$ cat config.mk
export PLATFORM = sky130hd
export DESIGN_NAME = peak_gain_det
export DESIGN_NICKNAME = d
export VERILOG_FILES = /design/src/rtl/peak_gain_det.sv
export SDC_FILE = /design/constraint.sdc
export NUM_CORES = 1
export LEC_CHECK = 0
export ABC_AREA = 1
export CAP_MARGIN = 40
export CORE_MARGIN = 3
export CORE_UTILIZATION = 35
export CTS_CLUSTER_SIZE = 12
export DETAILED_ROUTE_END_ITERATION = 16
export HOLD_SLACK_MARGIN = 0.1
export PLACE_DENSITY = 0.61
export SYNTH_ARGS = -nofsm -noshare
export SYNTH_HDL_FRONTEND = slang
export SYNTH_SLANG_ARGS = --single-unit
export TNS_END_PERCENT = 10
$ cat constraint.sdc
create_clock -name clk -period 6.2 [get_ports clk]
set_input_delay 1.24 -clock clk [delete_from_list [all_inputs] [get_ports clk]]
set_output_delay 1.24 -clock clk [all_outputs]
set_load 0.01 [all_outputs]
$ cat src/rtl/peak_gain_det.sv
module peak_gain_det #(
  parameter int W      = 12,
  parameter int FRAC   = 8,
  parameter int GW     = 16,
  parameter int SETTLE = 8,
  parameter int WIN    = 32
) (
  input  logic          clk,
  input  logic          rst_n,
  input  logic          step,
  input  logic          smp_vld,
  input  logic [W-1:0]  stim_code,
  input  logic [W-1:0]  resp_code,
  output logic [GW-1:0] gain,
  output logic          gain_vld
);
  localparam int NW   = W + FRAC;
  localparam int CM1  = (SETTLE > WIN) ? SETTLE : WIN;
  localparam int CMAX = (CM1 > NW) ? CM1 : NW;
  localparam int CW   = $clog2(CMAX + 1);
  localparam logic [W-1:0] MID = W'(1) << (W - 1);

  localparam logic [2:0] S_IDLE = 3'd0;
  localparam logic [2:0] S_SET  = 3'd1;
  localparam logic [2:0] S_MEAS = 3'd2;
  localparam logic [2:0] S_LOAD = 3'd3;
  localparam logic [2:0] S_DIV  = 3'd4;

  logic [2:0]    st;
  logic [CW-1:0] cnt;
  logic [W-1:0]  pk_s, pk_r, mag_s, mag_r;
  logic [W-1:0]  rem, den, rem_nx;
  logic [NW-1:0] quo, quo_nx;
  logic [W:0]    trial, diff;
  logic          take, sat;

  assign mag_s = (stim_code >= MID) ? stim_code - MID : MID - stim_code;
  assign mag_r = (resp_code >= MID) ? resp_code - MID : MID - resp_code;

  assign trial  = {rem, quo[NW-1]};
  assign diff   = trial - {1'b0, den};
  assign take   = trial >= {1'b0, den};
  assign rem_nx = take ? diff[W-1:0] : trial[W-1:0];
  assign quo_nx = {quo[NW-2:0], take};
  assign sat    = (den == '0) || ((quo_nx >> GW) != '0);

  always_ff @(posedge clk) begin
    if (!rst_n) begin
      st       <= S_IDLE;
      cnt      <= '0;
      pk_s     <= '0;
      pk_r     <= '0;
      rem      <= '0;
      den      <= '0;
      quo      <= '0;
      gain     <= '0;
      gain_vld <= 1'b0;
    end else begin
      gain_vld <= 1'b0;
      if (step) begin
        st  <= S_SET;
        cnt <= '0;
      end else begin
        case (st)
          S_SET: if (smp_vld) begin
            if (cnt == CW'(SETTLE - 1)) begin
              st   <= S_MEAS;
              cnt  <= '0;
              pk_s <= '0;
              pk_r <= '0;
            end else cnt <= cnt + 1'b1;
          end
          S_MEAS: if (smp_vld) begin
            if (mag_s > pk_s) pk_s <= mag_s;
            if (mag_r > pk_r) pk_r <= mag_r;
            if (cnt == CW'(WIN - 1)) st <= S_LOAD;
            else cnt <= cnt + 1'b1;
          end
          S_LOAD: begin
            rem <= '0;
            den <= pk_s;
            quo <= {pk_r, FRAC'(0)};
            cnt <= '0;
            st  <= S_DIV;
          end
          S_DIV: begin
            rem <= rem_nx;
            quo <= quo_nx;
            if (cnt == CW'(NW - 1)) begin
              st       <= S_IDLE;
              gain_vld <= 1'b1;
              gain     <= sat ? '1 : quo_nx[GW-1:0];
            end else cnt <= cnt + 1'b1;
          end
          default: st <= S_IDLE;
        endcase
      end
    end
  end
endmodule

# Yosys cells after proc, flatten, opt, wreduce, memory -nomap -nowiden
# Index checks and enable logic that the tools add are counted.
[totals]
in_bits = 28
out_inout_bits = 17
regBits = 94
[op_classes]
muxes = 28
magnitude_cmp = 5
n_addsub = 6
n_bitwise = 3
n_eq_ne = 21
reduce_logical = 16
[ops]
columns = ["operator", "count"]
rows = [
  ["12-bit two-way mux", 9],
  ["12-bit one-hot mux with 2 select lines", 3],
  ["20-bit one-hot mux with 2 select lines", 1],
  ["6-bit two-way mux", 5],
  ["12-bit greater-or-equal comparator (second input constant)", 2],
  ["12-bit > comparator", 2],
  ["6-bit one-hot mux with 4 select lines", 1],
  ["12-bit subtractor (first input constant)", 2],
  ["12-bit subtractor (second input constant)", 2],
  ["20-bit nonzero test", 1],
  ["2-bit inequality test (second input constant)", 9],
  ["16-bit two-way mux", 1],
  ["3-bit two-way mux", 5],
  ["3-bit inequality test (second input constant)", 5],
  ["5-bit AND reduction", 3],
  ["13-bit by 12-bit greater-or-equal comparator with 1-bit output", 1],
  ["6-bit by 5-bit equality test with 1-bit output (second input constant)", 2],
  ["12-bit logical NOT", 1],
  ["3-bit one-hot mux with 4 select lines", 1],
  ["6-bit AND reduction", 2],
  ["12-bit subtractor", 1],
  ["6-bit by 1-bit adder with 6-bit output (second input constant)", 1],
  ["3-bit by 2-bit equality test with 1-bit output (second input constant)", 2],
  ["6-bit by 3-bit equality test with 1-bit output (second input constant)", 1],
  ["11 further kinds", 16],
]

# Depth between registers and ports, before layout
[depth]
ltp_word = 6
ltp_mapped = 20
depth_no_buf = 20

# Worst setup path before layout
# OpenSTA, ideal clock, no wires.
[synth_timing]
path_type = "input -> register"
start = "in stim_code[0]"
end = "reg pk_s[10]"
stages = 18
path_buffers = 1
path_slack_ns = 2.753
arrival_time_ns = 3.332
path_cell_list = "inv_1 > ha_1 > nand3_1 > o21ai_0 > nand2_1 > nand2_1 > nand2_1 > ha_1 > nand4_1 > nor2_1 > nand2_1 > nand3_1 > nand2_1 > nand2_1 > clkbuf_1 > nand3_1 > nand2_1 > nor2_1"
[synth_via]
elab_chain_cells = 5
[synth_rtl]
columns = ["element", "line_no", "text"]
rows = [
  ["from (decl)", "12", "input logic [W-1:0] stim_code,"],
  ["12-bit subtractor / 12-bit greater-or-equal comparator (equally long branches)", "37", "assign mag_s = (stim_code >= MID) ? stim_code - MID : MID - stim_code;"],
  ["12-bit two-way mux (*)", "37", ""],
  ["12-bit > comparator / 12-bit two-way mux (equally long branches)", "74", "if (mag_s > pk_s) pk_s <= mag_s;"],
  ["2-bit inequality test (no source line) / 12-bit two-way mux (equally long branches)", "n/a", ""],
  ["6-bit AND reduction (no source line) / 12-bit one-hot mux with 2 select lines (equally long branches)", "n/a", ""],
  ["to (signal assigned)", "74", ""],
  ["to (decl)", "31", "logic [W-1:0] pk_s, pk_r, mag_s, mag_r;"],
]
# Every way passes the cells marked *; elsewhere a longest branch is shown, timed or not. The select of a mux whose other input is x is not followed.
# A chain may end at the register's enable or synchronous reset.

# Worst setup path after layout
[layout_timing]
start = "in stim_code[0]"
end = "reg pk_s[1]"
# Same word-level chain as after synthesis.

==> flow_summary_export.csv <==
group,metric,value,unit
run_status,status,"finished clean",
global_routing,grt_first_pass_wirelength,24.4,mm
pwr,switchingPower,0.377,mW
sta,rsz0062_at_grt,"no",
layout,nets,1018,
pwr,seq_power_share,43.3,%
pwr,cell_internal_pwr,1.07,mW
clock_tree,cts_max_level,3,
layout,drive_gt1_share,4.08,%
sta,fin_crit_sh,64.2,%
layout,syn_to_final_growth,15.6,%
worst_setup_path,worstPathArrival,4.22,ns
die,start_util,35.8,%
synthesis,synth_compound_area_share,15.0,%
die,die-width,136,µm
global_routing,grt_pass1_vias,5094,
sta,finalCriticalPeriod,3.98,ns
die,coreArea,16600,µm²
sta,max_freq,251,MHz
sta,tns,0,ns
detailed_routing,drtIter0Drc,222,
global_routing,grt.busiest_layer,"met2",
detailed_routing,wl,14.5,mm
clock_tree,cts_setup_buffers,0,
global_routing,use_met2,26.6,%
die,dieArea,18600,µm²
layout,nFillCells,1777,
worst_setup_path,startpoint_type,"input pin",
placement,dp_hpwl,10.8,mm
worst_setup_path,crit_fanout,24,
synthesis,synth_fp_nets,993,
placement,routabilityCongestion,0.914,
clock_tree,cts_sinks,94,
detailed_routing,route.detailed.drc,0,
layout,final_common_cell,"nand2_1",
synthesis,ys_warn_count,0,
synthesis,syn_area_per_cell,6.42,µm²
pwr,pwr-share-clk,41.6,%
synthesis,synth_seq_cells,94,
detailed_routing,wire_per_inst,12.4,µm
synthesis,syn-cell-area,5940,µm²
clock_tree,cts_resized,0,
synthesis,yosysTopAreaCell,"dfxtp_1",
detailed_routing,post_drt_via_cell_ratio,4.80,
layout,regArea,1880,µm²
clock_tree,cts_hold_buffers,0,
clock_tree,cts_tree,"done",
global_routing,grt_use_total,16.2,%
die,rows,47,
synthesis,synth_seq_area_share,31.7,%
synthesis,synthMuxAreaShare,0,%
worst_hold_path,min_path_type,"reg -> reg",
synthesis,synthCells,925,
synthesis,synth_fa_ha_area_share,8.55,%
pwr,cellLeakagePower,2.95,nW
clock_tree,cts_buffers,9,
sta,hold_slack,0.466,ns
global_routing,met3_usage,2.63,%
layout,most-common-layout-cells,"nand2_1 (247), inv_1 (131), a21oi_1 (94), dfxtp_1 (94), nor2_1 (69)",
clock_tree,clk_latency,0.35,ns
synthesis,synth_top_family_by_area,"simple AND/OR/NAND/NOR gates",
synthesis,synthSimpleGateAreaFrac,32.0,%
synthesis,yosysUniqueCellTypes,36,
sta,skew,0.00594,ns
global_routing,grtUsageMet1,21.9,%
worst_setup_path,crit_required,6.44,ns
global_routing,grt_max_degree,49,
synthesis,synth_top_area_share,31.7,%
pwr,vdd_drop_max,0.000146,V
synthesis,synth_area_leaders,"dfxtp_1 (32%), nand2_1 (16%), inv_1 (8.3%), ha_1 (8.2%), a21oi_1 (7.9%)",
layout,multi_input_area,3390,µm²
global_routing,grt_overflow,0,
clock_tree,clkSlewWorstSetupHoldPaths,0.06,ns
sta,setup_viol,0,
clock_tree,cts_root_buffer,"clkbuf_16",
clock_tree,clockBufferDepth,2,
pwr,cellPowerDensity,210,nW/µm²
global_routing,antenna_found_initial,0,
sta,maxSlewViolCount,0,
die,pin_count,45,
pwr,pwr-share-comb,15.1,%
pwr,swShare,26.1,%
detailed_routing,first_pass_iters,6,
pwr,finalPower,1.44,mW
die,die_h,136,µm
sta,relSlewSlack,45.8,%
layout,diodes,0,
sta,worst_slew_pin_slew,0.812,ns
placement,io_buffers,44,
job,drv_cap,0,
sta,finalHoldViolCount,0,
detailed_routing,vias,5639,
detailed_routing,ant_nets,0,
worst_setup_path,crit_path_end_kind,"register",
synthesis,synth-xor-area-share,1.47,%
worst_setup_path,crit_type,"in -> reg",
synthesized netlist by cell type, drive strengths merged:
cell type and count:
nand2 249, inv 138, a21oi 94, dfxtp 94, nor2 74, nand3 69, o21ai 55, ha 39
nand4 25, clkbuf 24, a31oi 13, buf 11, nor3 7, nand3b 6, xnor2 5, xor2 5
nor4 3, o21bai 3, or2 3, a21o 1, a22oi 1, and2 1, fa 1, o211ai 1
o21a 1, o22ai 1, o31ai 1
critical path, stage by stage:
cell and delay, ns:
clkdlybuf4s50_1 0.42, inv_1 0.11, ha_1 0.20, nand3_1 0.12
o21ai_0 0.34, nand2_1 0.09, nand2_1 0.07, nand2_1 0.06
ha_1 0.29, nand4_1 0.11, nor2_1 0.14, nand2_1 0.07
nand3_1 0.06, nand2_1 0.05, nand2_1 0.58, nand3_1 0.14
nand2_1 0.09, nor2_1 0.04
final timing paths:
kind	from	endpoint	slack [ns]	depth (start not counted)
worst max-delay path	stim_code[0]	pk_s[1]	2.22	18
worst min-delay path	quo[11]	gain[12]	0.47	2
worst max register to register	st[1]	pk_r[10]	3.13	9
worst min register to register	quo[11]	gain[12]	0.47	2
final cells by class:
type	count	share of cell area, %
multi-input combinational	658	49.4
clock inverter	3	0.983
inverter	138	7.54
tap	220	4.01
sequential	94	27.4
timing repair buffer	49	7.07
clock buffer	13	3.64
state kept, by name, summed over array words and instances (netlist names):
signal    flops
quo          20
gain         16
den          12
pk_r         12
pk_s         12
rem          12
cnt           6
st            3
gain_vld      1
stage by stage:
step / instance area (µm²) / std cells / utilization, % / setup slack [ns]
after floorplan: 5940 / 925 / - / 2.75
after global placement: 6530 / 1158 / 39.4 / 1.92
after detailed placement: 6550 / 1159 / 39.5 / 1.85
after CTS: 6870 / 1175 / 41.4 / 2.22
after global routing: 6870 / 1175 / 41.4 / 1.81
final: 6870 / 1175 / 41.4 / 2.22
power by group through the flow:
stage	logic (mW)	registers [mW]	clock network [mW]
final	0.218	0.625	0.599
after global routing	0.251	0.626	0.638
after CTS	0.220	0.625	0.614
after detailed placement	0.219	0.638	0
after global placement	0.215	0.638	0
after floorplan	0.159	0.636	0
kinds of logic (layout without fill, tap and decap cells):
group / count (synthesis) / in the layout
AO/OA/AOI/OAI: 171 / 171
adder cells (fa/ha/maj): 40 / 40
XOR/XNOR: 10 / 10
AND/OR/NAND/NOR: 437 / 437
flip-flops: 94 / 94
buffers and inverters: 173 / 203
metal layers:
layer,routed length [µm],vias up
li1,-,3049
met1,7280,2497
met2,6650,82
met3,436,11
met4,164,0
met5,0,-
No activity file was read; power rests on OpenSTA's default activity.
